`config.mk`:
```
export PLATFORM = sky130hd
export DESIGN_NAME = i2c_tg_bridge
export DESIGN_NICKNAME = d
export VERILOG_FILES = /design/src/rtl/i2c_tg_pkg.sv /design/src/rtl/i2c_tg_regs.sv /design/src/rtl/i2c_tg_seq.sv /design/src/rtl/i2c_tg_bridge.sv
export SDC_FILE = /design/constraint.sdc
export NUM_CORES = 1
export LEC_CHECK = 0
export BUFFER_PORTS_ARGS = -buffer_cell sky130_fd_sc_hd__buf_2
export CAP_MARGIN = 20
export CORE_UTILIZATION = 45
export DETAILED_ROUTE_END_ITERATION = 6
export HOLD_SLACK_MARGIN = 0.1
export PLACE_DENSITY_LB_ADDON = 0.2
export SLEW_MARGIN = 5
export SYNTH_ARGS = -nofsm -noshare
export SYNTH_HDL_FRONTEND = slang
export SYNTH_SLANG_ARGS = --single-unit
```
`constraint.sdc`:
```
create_clock -name clk -period 3.58 [get_ports clk]
set_clock_uncertainty 0.1 [all_clocks]
set_input_delay 0.179 -clock clk [delete_from_list [all_inputs] [get_ports clk]]
set_output_delay 0.179 -clock clk [all_outputs]
set_load 0.05 [all_outputs]
```
`src/rtl/i2c_tg_pkg.sv`:
```
package i2c_tg_pkg;

    localparam int TG_MAXB = 8;
    localparam int TG_DW   = 32;
    localparam int TG_RAW  = 3;

    typedef enum logic [1:0] {
        CMD_START = 2'd0,
        CMD_STOP  = 2'd1,
        CMD_WRITE = 2'd2,
        CMD_READ  = 2'd3
    } cmd_op_e;

    // Field positions are decoded by software: keep order and widths.
    typedef struct packed {
        logic       rstart;   // bit20
        logic       go;       // bit19
        logic [2:0] rx_m1;    // bits18:16
        logic [2:0] tx_m1;    // bits15:13
        logic       ten;      // bit12
        logic [9:0] taddr;    // bits11:2
        logic       rd;       // bit1
        logic       wr;       // bit0
    } ctrl_t;

    typedef enum logic [2:0] {
        SQ_IDLE, SQ_START, SQ_AHI, SQ_ALO, SQ_WBYTE, SQ_RBYTE, SQ_MIDSTOP, SQ_STOP
    } seq_e;

    localparam logic [2:0] RA_CTRL  = 3'd0;
    localparam logic [2:0] RA_TXLO  = 3'd1;
    localparam logic [2:0] RA_RXLO  = 3'd3;
    localparam logic [2:0] RA_STAT  = 3'd5;
    localparam logic [2:0] RA_CAUSE = 3'd6;
    localparam logic [2:0] RA_MASK  = 3'd7;

    function automatic logic [7:0] addr_first(ctrl_t c, logic dir);
        return c.ten ? {5'b11110, c.taddr[9:8], dir} : {c.taddr[6:0], dir};
    endfunction

    function automatic logic launch_word_ok(logic [TG_DW-1:0] w);
        return w[19] && (w[0] || w[1]);
    endfunction

endpackage

```
`src/rtl/i2c_tg_regs.sv`:
```
module i2c_tg_regs
    import i2c_tg_pkg::*;
#(
    parameter int DW  = TG_DW,
    parameter int RAW = TG_RAW,
    parameter int NB  = TG_MAXB,
    localparam int IW  = $clog2(NB),
    localparam int TXW = NB * 8,
    localparam int NW  = TXW / DW
) (
    input  logic           clk,
    input  logic           rst,
    input  logic           reg_we,
    input  logic [RAW-1:0] reg_addr,
    input  logic [DW-1:0]  reg_wdata,
    output logic [DW-1:0]  reg_rdata,
    input  logic           seq_done,
    input  logic           seq_err,
    input  logic           rx_we,
    input  logic [IW-1:0]  rx_idx,
    input  logic [7:0]     rx_byte,
    output ctrl_t          ctrl,
    output logic [TXW-1:0] tx_data,
    output logic           launch,
    output logic           abort,
    output logic           irq
);

    ctrl_t          ctrl_q;
    logic [TXW-1:0] tx_q;
    logic [TXW-1:0] rx_q;
    logic           err_q;
    logic           cause_q;
    logic           mask_q;
    logic           busy;
    logic           wr_ctrl;

    assign busy    = ctrl_q.go;
    assign wr_ctrl = reg_we && (reg_addr == RAW'(RA_CTRL));
    assign launch  = wr_ctrl && !busy && launch_word_ok(reg_wdata);
    assign abort   = wr_ctrl && (reg_wdata == '0);

    always_ff @(posedge clk) begin
        if (rst) begin
            ctrl_q  <= '0;
            tx_q    <= '0;
            rx_q    <= '0;
            err_q   <= 1'b0;
            cause_q <= 1'b0;
            mask_q  <= 1'b0;
        end else begin
            if (abort)
                ctrl_q <= '0;
            else if (launch)
                ctrl_q <= ctrl_t'(reg_wdata[$bits(ctrl_t)-1:0]);
            else if (seq_done)
                ctrl_q.go <= 1'b0;

            if (reg_we && !busy) begin
                for (int w = 0; w < NW; w++) begin
                    if (reg_addr == RAW'(int'(RA_TXLO) + w))
                        tx_q[w*DW +: DW] <= reg_wdata;
                end
            end

            if (launch)
                rx_q <= '0;
            else if (rx_we)
                rx_q[{rx_idx, 3'b000} +: 8] <= rx_byte;

            if (launch || abort)
                err_q <= 1'b0;
            else if (seq_done && seq_err)
                err_q <= 1'b1;

            if (seq_done)
                cause_q <= 1'b1;
            else if (reg_we && reg_addr == RAW'(RA_CAUSE) && reg_wdata == '0)
                cause_q <= 1'b0;

            if (reg_we && reg_addr == RAW'(RA_MASK))
                mask_q <= reg_wdata[0];
        end
    end

    always_comb begin
        reg_rdata = '0;
        case (reg_addr)
            RAW'(RA_CTRL):  reg_rdata = DW'(ctrl_q);
            RAW'(RA_STAT):  reg_rdata = DW'(err_q);
            RAW'(RA_CAUSE): reg_rdata = DW'(cause_q);
            RAW'(RA_MASK):  reg_rdata = DW'(mask_q);
            default: ;
        endcase
        for (int w = 0; w < NW; w++) begin
            if (reg_addr == RAW'(int'(RA_TXLO) + w)) reg_rdata = tx_q[w*DW +: DW];
            if (reg_addr == RAW'(int'(RA_RXLO) + w)) reg_rdata = rx_q[w*DW +: DW];
        end
    end

    assign ctrl    = ctrl_q;
    assign tx_data = tx_q;
    assign irq     = cause_q & mask_q;

    AST_TX_FROZEN: assert property (@(posedge clk) disable iff (rst)
        (ctrl_q.go && $past(ctrl_q.go)) |-> $stable(tx_q));
    AST_GO_DROPS: assert property (@(posedge clk) disable iff (rst)
        seq_done |=> !ctrl_q.go);
    AST_ERR_LATCHED: assert property (@(posedge clk) disable iff (rst)
        (seq_done && seq_err) |=> err_q);

endmodule

```
`src/rtl/i2c_tg_seq.sv`:
```
module i2c_tg_seq
    import i2c_tg_pkg::*;
#(
    parameter int NB = TG_MAXB,
    localparam int IW  = $clog2(NB),
    localparam int TXW = NB * 8
) (
    input  logic           clk,
    input  logic           rst,
    input  ctrl_t          ctrl,
    input  logic [TXW-1:0] tx_data,
    input  logic           launch,
    input  logic           abort,
    input  logic           rsp_valid,
    input  logic           rsp_ack,
    input  logic [7:0]     rsp_data,
    output logic           cmd_valid,
    output cmd_op_e        cmd_op,
    output logic [7:0]     cmd_byte,
    output logic           cmd_nack,
    output logic           rx_we,
    output logic [IW-1:0]  rx_idx,
    output logic [7:0]     rx_byte,
    output logic           done,
    output logic           err,
    output logic           idle
);

    seq_e          st, st_n;
    logic          issued, issued_n;
    logic          rd_ph, rd_n;
    logic [IW-1:0] cnt, cnt_n;
    logic          err_q, err_n;
    logic          rd_now;
    logic          take;
    seq_e          data_st;

    assign rd_now  = rd_ph | ~ctrl.wr;
    assign take    = rsp_valid && issued && (st != SQ_IDLE);
    assign data_st = rd_now ? SQ_RBYTE : SQ_WBYTE;

    assign cmd_valid = (st != SQ_IDLE) && !issued;

    always_comb begin
        cmd_op   = CMD_START;
        cmd_byte = 8'h00;
        cmd_nack = 1'b0;
        case (st)
            SQ_AHI: begin
                cmd_op   = CMD_WRITE;
                cmd_byte = addr_first(ctrl, rd_now);
            end
            SQ_ALO: begin
                cmd_op   = CMD_WRITE;
                cmd_byte = ctrl.taddr[7:0];
            end
            SQ_WBYTE: begin
                cmd_op   = CMD_WRITE;
                cmd_byte = tx_data[{cnt, 3'b000} +: 8];
            end
            SQ_RBYTE: begin
                cmd_op   = CMD_READ;
                cmd_nack = (cnt == ctrl.rx_m1);
            end
            SQ_MIDSTOP, SQ_STOP: cmd_op = CMD_STOP;
            default: ;
        endcase
    end

    always_comb begin
        st_n     = st;
        issued_n = issued;
        rd_n     = rd_ph;
        cnt_n    = cnt;
        err_n    = err_q;
        if (cmd_valid)
            issued_n = 1'b1;
        if (take) begin
            issued_n = 1'b0;
            case (st)
                SQ_START: st_n = SQ_AHI;
                SQ_AHI: begin
                    if (!rsp_ack) begin
                        st_n  = SQ_STOP;
                        err_n = 1'b1;
                    end else if (ctrl.ten) begin
                        st_n = SQ_ALO;
                    end else begin
                        st_n  = data_st;
                        cnt_n = '0;
                    end
                end
                SQ_ALO: begin
                    if (!rsp_ack) begin
                        st_n  = SQ_STOP;
                        err_n = 1'b1;
                    end else begin
                        st_n  = data_st;
                        cnt_n = '0;
                    end
                end
                SQ_WBYTE: begin
                    if (!rsp_ack) begin
                        st_n  = SQ_STOP;
                        err_n = 1'b1;
                    end else if (cnt == ctrl.tx_m1) begin
                        if (ctrl.rd) begin
                            rd_n = 1'b1;
                            st_n = ctrl.rstart ? SQ_START : SQ_MIDSTOP;
                        end else begin
                            st_n = SQ_STOP;
                        end
                    end else begin
                        cnt_n = cnt + 1'b1;
                    end
                end
                SQ_RBYTE: begin
                    if (cnt == ctrl.rx_m1) st_n = SQ_STOP;
                    else                   cnt_n = cnt + 1'b1;
                end
                SQ_MIDSTOP: st_n = SQ_START;
                default:    st_n = SQ_IDLE;
            endcase
        end
        if (launch) begin
            st_n     = SQ_START;
            issued_n = 1'b0;
            rd_n     = 1'b0;
            cnt_n    = '0;
            err_n    = 1'b0;
        end
        if (abort) begin
            st_n     = SQ_IDLE;
            issued_n = 1'b0;
        end
    end

    always_ff @(posedge clk) begin
        if (rst) begin
            st     <= SQ_IDLE;
            issued <= 1'b0;
            rd_ph  <= 1'b0;
            cnt    <= '0;
            err_q  <= 1'b0;
        end else begin
            st     <= st_n;
            issued <= issued_n;
            rd_ph  <= rd_n;
            cnt    <= cnt_n;
            err_q  <= err_n;
        end
    end

    assign done    = take && (st == SQ_STOP);
    assign err     = err_q;
    assign rx_we   = take && (st == SQ_RBYTE);
    assign rx_idx  = cnt;
    assign rx_byte = rsp_data;
    assign idle    = (st == SQ_IDLE);

    AST_CMD_PULSE: assert property (@(posedge clk) disable iff (rst)
        cmd_valid |=> !cmd_valid);
    AST_NACK_STOPS: assert property (@(posedge clk) disable iff (rst)
        (take && !rsp_ack && !abort && (st == SQ_AHI || st == SQ_ALO || st == SQ_WBYTE))
        |=> (st == SQ_STOP));
    AST_ACTIVE_BUSY: assert property (@(posedge clk) disable iff (rst)
        (st != SQ_IDLE) |-> ctrl.go);

endmodule

```
`src/rtl/i2c_tg_bridge.sv`:
```
module i2c_tg_bridge
    import i2c_tg_pkg::*;
(
    input  logic        clk,
    input  logic        rst,
    input  logic        reg_we,
    input  logic [2:0]  reg_addr,
    input  logic [31:0] reg_wdata,
    output logic [31:0] reg_rdata,
    output logic        irq,
    output logic        cmd_valid,
    output logic [1:0]  cmd_op,
    output logic [7:0]  cmd_byte,
    output logic        cmd_nack,
    input  logic        rsp_valid,
    input  logic        rsp_ack,
    input  logic [7:0]  rsp_data
);

    localparam int NB  = TG_MAXB;
    localparam int IW  = $clog2(NB);
    localparam int TXW = NB * 8;

    ctrl_t          ctrl;
    logic [TXW-1:0] tx_data;
    logic           launch;
    logic           abort;
    logic           seq_done;
    logic           seq_err;
    logic           seq_idle;
    logic           rx_we;
    logic [IW-1:0]  rx_idx;
    logic [7:0]     rx_byte;
    cmd_op_e        op_e;

    i2c_tg_regs #(.DW(TG_DW), .RAW(TG_RAW), .NB(NB)) u_regs (
        .clk       (clk),
        .rst       (rst),
        .reg_we    (reg_we),
        .reg_addr  (reg_addr),
        .reg_wdata (reg_wdata),
        .reg_rdata (reg_rdata),
        .seq_done  (seq_done),
        .seq_err   (seq_err),
        .rx_we     (rx_we),
        .rx_idx    (rx_idx),
        .rx_byte   (rx_byte),
        .ctrl      (ctrl),
        .tx_data   (tx_data),
        .launch    (launch),
        .abort     (abort),
        .irq       (irq)
    );

    i2c_tg_seq #(.NB(NB)) u_seq (
        .clk       (clk),
        .rst       (rst),
        .ctrl      (ctrl),
        .tx_data   (tx_data),
        .launch    (launch),
        .abort     (abort),
        .rsp_valid (rsp_valid),
        .rsp_ack   (rsp_ack),
        .rsp_data  (rsp_data),
        .cmd_valid (cmd_valid),
        .cmd_op    (op_e),
        .cmd_byte  (cmd_byte),
        .cmd_nack  (cmd_nack),
        .rx_we     (rx_we),
        .rx_idx    (rx_idx),
        .rx_byte   (rx_byte),
        .done      (seq_done),
        .err       (seq_err),
        .idle      (seq_idle)
    );

    assign cmd_op = op_e;

    AST_IDLE_QUIET: assert property (@(posedge clk) disable iff (rst)
        !ctrl.go |-> !cmd_valid);
    AST_LAUNCH_START: assert property (@(posedge clk) disable iff (rst)
        launch |=> (cmd_valid && cmd_op == 2'd0));
    AST_GO_TRACKS_SEQ: assert property (@(posedge clk) disable iff (rst)
        ctrl.go == !seq_idle);

endmodule

```
Word-level counts from Yosys, hierarchy flattened:

Cells that the tools add are included.

* add/sub/neg operators: 2
* equality and inequality tests: 26
* shift operators: 3
* muxes and demuxes: 33
* bitwise operators: 4
* reduce and logical (&&, ||, !) cells: 40

Operators by type and width (number)
* 32-bit two-way mux: 4
* 21-bit one-hot mux with 4 select lines: 1
* 64-bit bitwise mux: 1
* 8-bit by 8-bit variable shift with 64-bit output, first input constant: 1
* 64-bit by 7-bit variable part select with 8-bit output: 1
* 8-bit by 8-bit variable part select with 64-bit output: 1
* 3-bit two-way mux: 14
* 32-bit logical NOT: 1
* 3-bit equality test, second input constant: 8
* 8-bit one-hot mux with 3 select lines: 1
* 3-bit one-hot mux with 6 select lines: 1
* 1-bit logical AND: 15
* 3-bit by 2-bit equality test with 1-bit output, second input constant: 4
* 2-bit != test, second input constant: 6
* 3-bit one-hot mux with 4 select lines: 1
* 3-bit AND reduction: 3
* 1-bit two-way mux: 8
* 8-bit two-way mux: 1
* 6-bit negator with 8-bit output: 1
* 8-bit AND reduction: 1
* 2-bit OR reduction: 4
* 3-bit by 1-bit equality test with 1-bit output, second input constant: 2
* 3-bit equality test: 2
* 3-bit by 2-bit != test with 1-bit output, second input constant: 2
* 17 further kinds: 24

* register bits: 161
* input port bits: 48
* output and inout port bits: 45
* logic and storage cells: 128

Longest topological paths before layout:

Gate-level depths: netlist of run 1.

* depth in word-level cells: 8
* gate-level depth with buffers: 10

By module:

A second synthesis of run 1 with hierarchy kept.

* cells, all modules: 969
* area, all modules: 8484.4 um^2

Modules (own cells, without submodules)
* i2c_tg_regs: times used 1, cells each 808, area an instance 7029.2 um^2, sequential area each 3042.9 um^2
* i2c_tg_seq: times used 1, cells each 161, area an instance 1455.1 um^2, sequential area each 180.2 um^2

Worst setup path after synthesis of run 1:

Ideal clock, no wire load.

* kind: flip-flop to flip-flop
* from: reg u_seq.cnt[1] (netlist: u_seq.rx_idx[1])
* to: reg u_regs.rx_q[32]
* arrival time: 2597 ps
* setup slack: 824 ps
* stages on the path, launching flop included: 11
* clock period less this slack: 2756 ps
* cell sequence: dfxtp_1 -> buf_2 -> buf_1 -> inv_1 -> ha_1 -> ha_1 -> nor4b_4 -> nor4b_2 -> buf_4 -> mux2i_1 -> and2_1

* word-level cells in the longest chain between the ends: 3
* elaborated cells between the ends (all ways): 4
* classes of those cells: add/sub: 1; shift: 2; mux: 1

Ends and longest elaborated chain
* from (decl): RTL line i2c_tg_seq.sv:32 `logic [IW-1:0] cnt, cnt_n;`
* from (signal assigned): RTL line i2c_tg_seq.sv:149 `cnt <= cnt_n;`
* 6-bit negator with 8-bit output *: RTL line i2c_tg_regs.sv:69 `rx_q[{rx_idx, 3'b000} +: 8] <= rx_byte;`
* 8-bit by 8-bit variable part select with 64-bit output or 8-bit by 8-bit variable shift with 64-bit output (tied branches): RTL line i2c_tg_regs.sv:69
* 64-bit bitwise mux *: RTL line i2c_tg_regs.sv:69
* to (signal, indexed assignment): RTL line i2c_tg_regs.sv:69
* to (decl): RTL line i2c_tg_regs.sv:31 `logic [TXW-1:0] rx_q;`

Every way passes the cells marked *; elsewhere a longest branch is shown, timed or not.
A chain may end at the register's enable or synchronous reset.

Final worst setup path of run 1:

* from: reg u_seq.cnt[0] (netlist: u_seq.rx_idx[0])
* to: out cmd_byte[5]

* word-level cells in the longest chain between the ends: 2

Ends and longest elaborated chain
* 64-bit by 7-bit variable part select with 8-bit output: RTL line i2c_tg_seq.sv:59 `cmd_byte = tx_data[{cnt, 3'b000} +: 8];`
* 8-bit one-hot mux with 3 select lines: RTL line i2c_tg_seq.sv:48 `case (st)`
* to (decl): RTL line i2c_tg_bridge.sv:13 `output logic [7:0] cmd_byte,`

No other way between the ends.

==> results of run 1 <==
## layout make-up
class	instances	share of cell area, %
Multi-Input combinational cell	754	46.6
Sequential cell	161	32.7
Timing Repair Buffer	162	11.1
Clock buffer	19	4.49
Tap cell	225	2.86
Clock inverter	10	1.65
Inverter	16	0.609
## cells by family (layout without fill, tap and decap cells)
family | Yosys count | count (layout) | synth area share [%]
buf+inv | 94 | 207 | 4.77
fa+ha+maj | 6 | 6 | 0.916
flops | 161 | 161 | 39.3
compound gates | 227 | 227 | 16.1
mux | 120 | 120 | 17.1
xor+xnor | 6 | 6 | 0.642
simple gates | 395 | 395 | 21.1
## power groups by stage
stage	logic (mW)	clock network, mW	registers, mW
after floorplan	0.153	0	1.86
final	0.303	1.92	1.83
after CTS	0.297	1.93	1.83
after global placement	0.260	0	1.87
after global routing	0.321	2.00	1.83
after detailed placement	0.261	0	1.87
## worst max-delay path, delay by kind of cell, from the launching register on
family          cells  cell delay [ns]
flops               1             0.32
buf+inv             2             0.65
compound gates      1             0.19
mux                 2             0.91
## path summary, 6_finish.rpt
path / from / end / slack, ns / cells past startpoint
setup / recovery: u_seq.rx_idx[0] / cmd_byte[5] / 0.78 / 5
hold / removal: rst / u_regs.busy / 0.16 / 5
setup reg to reg: u_seq.rx_idx[2] / u_regs.rx_q[36] / 0.87 / 7
hold reg to reg: u_regs.rx_q[59] / u_regs.rx_q[59] / 0.36 / 2
## state kept, by name (all words and copies together), names as in the netlist
signal	flops
u_seq.rx_idx	3
u_regs.err_q	1
u_seq.err	1
u_regs.ctrl	20
u_seq.st	3
u_seq.rd_ph	1
u_seq.issued	1
u_regs.busy	1
u_regs.tx_data	64
u_regs.rx_q	64
u_regs.cause_q	1
u_regs.mask_q	1
## metal layers
layer	track usage, %	wire length (µm)	vias to the layer above
met5	0	0	-
met4	16.1	1420	0
met3	7.74	2980	76
met2	50.4	13200	480
met1	44.2	12600	3841
li1	-	-	3723
## repair_timing
item	CTS	global route
endpoints found under the setup margin	0	0
hold buffers	42	0
hold endpoints to repair	95	0
## synth_stat cells (2+ instances only)
cell type and count:
a22oi_1 34, or4_1 2, o21ai_0 5, nand2b_1 16, nor2_1 129, nand4_1 6
buf_1 7, nand3_1 6, o22ai_1 39, nand2_1 192, nor3_1 6, nand3b_1 2
or3_1 2, nor4_1 10, nor2b_1 4, o21a_1 3, clkbuf_1 49, buf_2 18
buf_4 4, and2_1 6, dfxtp_1 161, a21oi_1 131, or3b_1 2, ha_1 6
and3_1 2, xnor2_1 5, mux2i_1 104, a211oi_1 2, mux4_2 16, o31ai_1 2
inv_1 15, a31oi_1 2
==> impl_metrics.ini, run 1 <==
[timing]
fin_ws_ns = 0.780
min_period_ns = 2.80
tightest_slew_ns = 0.922
rsz0062_at_grt = false
holdWs_ns = 0.160
hold_viol = 0
slew_viol_final = 0
slew_headroom_pct = 38.5
fin_crit_sh_pct = 78.2
fin_setup_tns_ns = 0
setup_viol = 0
clock.fmax_ghz = 0.357

[pwr]
comb_power_share_pct = 7.5
p_int_mw = 3.09
clkPwrFrac_pct = 47.3
seqPwrFrac_pct = 45.2
power_density_mw_per_mm2 = 412
finalPower_mw = 4.06
ir_drop_mv = 0.343
p_sw_uw = 964
p_leak_nw = 3.97
p_sw_share_pct = 23.8

[logic_synthesis]
synthCells = 1009
synth_top_area_share_pct = 39.3
async_reset_ff_share_pct = 0
yosysWarnings = 0
ys_ff_latch = 161
synth_seq_area_share_pct = 39.3
yosys.area.top_type = dfxtp_1
synth-edff-count = 0
syn_area_per_cell_um2 = 8.12
synth_ff_type = dfxtp_1
syn_nets = 1063
netlist_area_mm2 = 0.00819
synthTopCellsByArea = dfxtp_1, mux2i_1, nand2_1
ys_types = 53

[cts]
cts_buffers = 17
cts_sinks = 161
clkTransAtPathRegs_ns = 0.06
clock_latency_ns = 0.43
ctsHtreeMaxLevel = 4
cts_resized = 0
cts-root-buf = clkbuf_16
cts_buffer_depth = 2
postCtsSetupBuffers = 0
tritoncts = done

[route]
firstDrtPassIters = 6
drtIter0Drc = 1071
vias = 8120
routed_via_density = 6.03
routedWlPerCell_um = 22.4
post-route-drc-count = 0
ant_nets = 0
wirelength_um = 30200

[layout]
final_cell_mix = nand2_1, dfxtp_1, a21oi_1
postLayoutCoreUtil_pct = 56.2
stdcell_area_mm2 = 0.00985
multi_input_area_mm2 = 0.00459
drive_gt1_share_pct = 15.8
area.sequential_mm2 = 0.00322
instances_no_fill = 1347
synthToLayoutAreaGrowth_pct = 20.3
nets = 1166
fillerInstances = 1670
diodes = 0
layout_commonest_cell = nand2_1

[critical_path]
setup.worst_path.start_class = flop
worstPathRequired_ns = 3.30
cp_cell_sequence = buf_4 -> mux4_2 -> mux2i_1 -> o22ai_1 -> buf_2
endpoint_kind = primary output
crit_arrival_ns = 2.52
crit_path_top_delay_cell = mux4_2
cp_max_fo = 27
crit_type = flop to primary output
max_stage_delay_ns = 0.58

[global_routing]
grt_overflow = 0
antenna_found_initial = 0
grt_pass1_vias = 7447
grt_start_max_net_pins = 67
track_usage_pct = 33.2
grt_pass1_wl_um = 45100

[place]
port_buffers = 92
dp_hpwl_um = 21200
placed_cells = 1276
place_ws_ns = 0.932
placed_area_mm2 = 0.00883
place.gp.congestion = 0.948

[die]
dieArea_mm2 = 0.0187
num_io_pins = 93
core_region_area_mm2 = 0.0175
die_w_um = 137
num_rows = 48
start_util_pct = 46.7
dieHeight_um = 137

[hold_path]
hp-class = input pin to flop

[run]
cap_violations = 0

[status]
outcome = complete, no violations
Power figures use the tool's default switching activity.
==> inputs of run 2 (changes only) <==
clock period = 2.3 ns   (was 3.58 ns; I/O delays follow)
==> impl_metrics.ini, run 2 (synthesis gave the netlist of run 1 again) <==
[status]
outcome = complete, but fails checks
violations = negative setup slack

[timing]
slew_viol_final = 0
min_period_ns = 2.31
setup_viol = 1
slew_headroom_pct = 47.3
tightest_slew_ns = 0.791
fin_setup_tns_ns = -0.00853
fin_ws_ns = -0.00853
fin_crit_sh_pct = 100
holdWs_ns = 0.153
clock.fmax_ghz = 0.433
rsz0062_at_grt = true
hold_viol = 0

[critical_path]
endpoint_kind = primary output
cp_num_cells = 5
crit_end = cmd_byte[0]
setup.worst_path.start_class = flop
critPathTopFamily = multiplexers
crit_path_top_delay_cell = mux4_2
crit_arrival_ns = 2.09
crit_start = u_seq.rx_idx[0]
rrSetupSlack_ns = 0.11
r2r-end = u_regs.rx_q[18]
crit_type = flop to primary output
max_stage_delay_ns = 0.55
cp_max_fo = 11
worstPathRequired_ns = 2.09
rr_worst_depth = 8
r2r_start = u_seq.rx_idx[0]
crit_buf_inv = 2
cp_cell_sequence = buf_12 -> mux4_2 -> mux2i_4 -> o22ai_1 -> buf_4

[global_routing]
grt_pass1_vias = 7551
track_usage_pct = 33.4
use_met3_pct = 6.30
antenna_found_initial = 0
use_met2_pct = 50.8
grt_busiest_layer = met2
grt_start_max_net_pins = 67
grt_overflow = 0
grt_pass1_wl_um = 45500
grtUsageMet1_pct = 45.1

[pwr]
p_sw_share_pct = 26.6
finalPower_mw = 6.17
clkPwrFrac_pct = 45.7
ir_drop_mv = 0.564
comb_power_share_pct = 8.0
p_sw_mw = 1.64
p_int_mw = 4.52
power_density_mw_per_mm2 = 604
seqPwrFrac_pct = 46.3
p_leak_nw = 4.08

[die]
dieHeight_um = 137
start_util_pct = 46.7
num_rows = 48
die_w_um = 137
num_io_pins = 93
dieArea_mm2 = 0.0187
core_region_area_mm2 = 0.0175

[layout]
nets = 1192
drive_gt1_share_pct = 19.3
final_cell_mix = nand2_1, dfxtp_1, a21oi_1
stdcell_area_mm2 = 0.0102
fillerInstances = 1632
synthToLayoutAreaGrowth_pct = 24.7
layout_commonest_cell = nand2_1
diodes = 0

[cts]
cts-root-buf = clkbuf_16
clkTransAtPathRegs_ns = 0.07
cts_buffers = 17
cts_buffer_depth = 2
ctsHtreeMaxLevel = 4
cts_sinks = 161
tritoncts = done
clock_latency_ns = 0.44

[hold_path]
hp-class = input pin to flop
min_from = reg_addr[0]

[route]
wirelength_um = 30500
routed_via_density = 6.01
routedWlPerCell_um = 22.2
post-route-drc-count = 0
ant_nets = 0
firstDrtPassIters = 5
vias = 8275
drtIter0Drc = 887

[place]
port_buffers = 92
place.gp.congestion = 0.961
dp_hpwl_um = 22200
placed_area_mm2 = 0.00906
place_ws_ns = 0.117

[run]
cap_violations = 0
## run 2: changes by cell type in the layout (fill, tap and decap cells not counted), sizes merged
cell	delta
clkbuf	-2
bufinv	-3
clkinvlp	-1
buf	+25
clkinv	+2
dlygate4sd3	+1
inv	+7
## run 2: layout make-up
class | count | area, µm² | area share (%)
sequential | 161 | 3230 | 31.6
timing repair buffer | 188 | 1390 | 13.6
clock buffer | 17 | 425 | 4.17
multi-input combinational | 754 | 4680 | 45.8
inverter | 16 | 60.1 | 0.588
tap | 225 | 282 | 2.76
clock inverter | 15 | 149 | 1.46
## run 2: power by group through the flow
stage / sequential (mW) / clock (mW) / combinational, mW
detailed placement: 2.92 / 0 / 0.420
CTS: 2.85 / 2.83 / 0.477
floorplan: 2.89 / 0 / 0.239
global route: 2.85 / 2.96 / 0.518
finish: 2.85 / 2.82 / 0.492
global placement: 2.91 / 0 / 0.420
## run 2: metrics by stage
step	utilization, %	std cells
after floorplan	-	1009
after global placement	51.6	1299
after detailed placement	51.6	1299
after CTS	57.8	1375
after global routing	58.2	1376
final	58.2	1376
## run 2: how the worst min path moves through the flow
stage | endpoint | cells past startpoint | slack (ns)
floorplan | u_regs.tx_data[0] | 2 | 0.15
global placement | u_regs.rx_q[5] | 3 | 0.27
detailed placement | u_regs.rx_q[4] | 3 | 0.28
CTS | u_regs.mask_q | 4 | 0.13
global route | u_regs.mask_q | 5 | 0.21
finish | u_regs.mask_q | 4 | 0.15
## run 2: timing repair
item | in CTS | in global routing
hold endpoints to repair | 105 | 0
setup buffers | 1 | 1
setup endpoints to repair | 8 | 34
pin swaps | 0 | 1
hold buffers | 43 | 0
gates resized for setup | 17 | 20
## run 2: layer usage
layer / share of wire (%) / vias up
met5: 0 / -
met4: 4.9 / 0
met3: 9.1 / 97
met2: 44 / 464
met1: 42 / 3937
li1: - / 3777
## run 2: worst register-to-register path, cell delays in order, from the launching register on
cell and delay (ns):
dfxtp_4 0.38, inv_1 0.06, ha_1 0.22, ha_4 0.30, nor4b_4 0.22, buf_4 0.18
nand2_1 0.30, mux2i_1 0.28, nor2_1 0.06
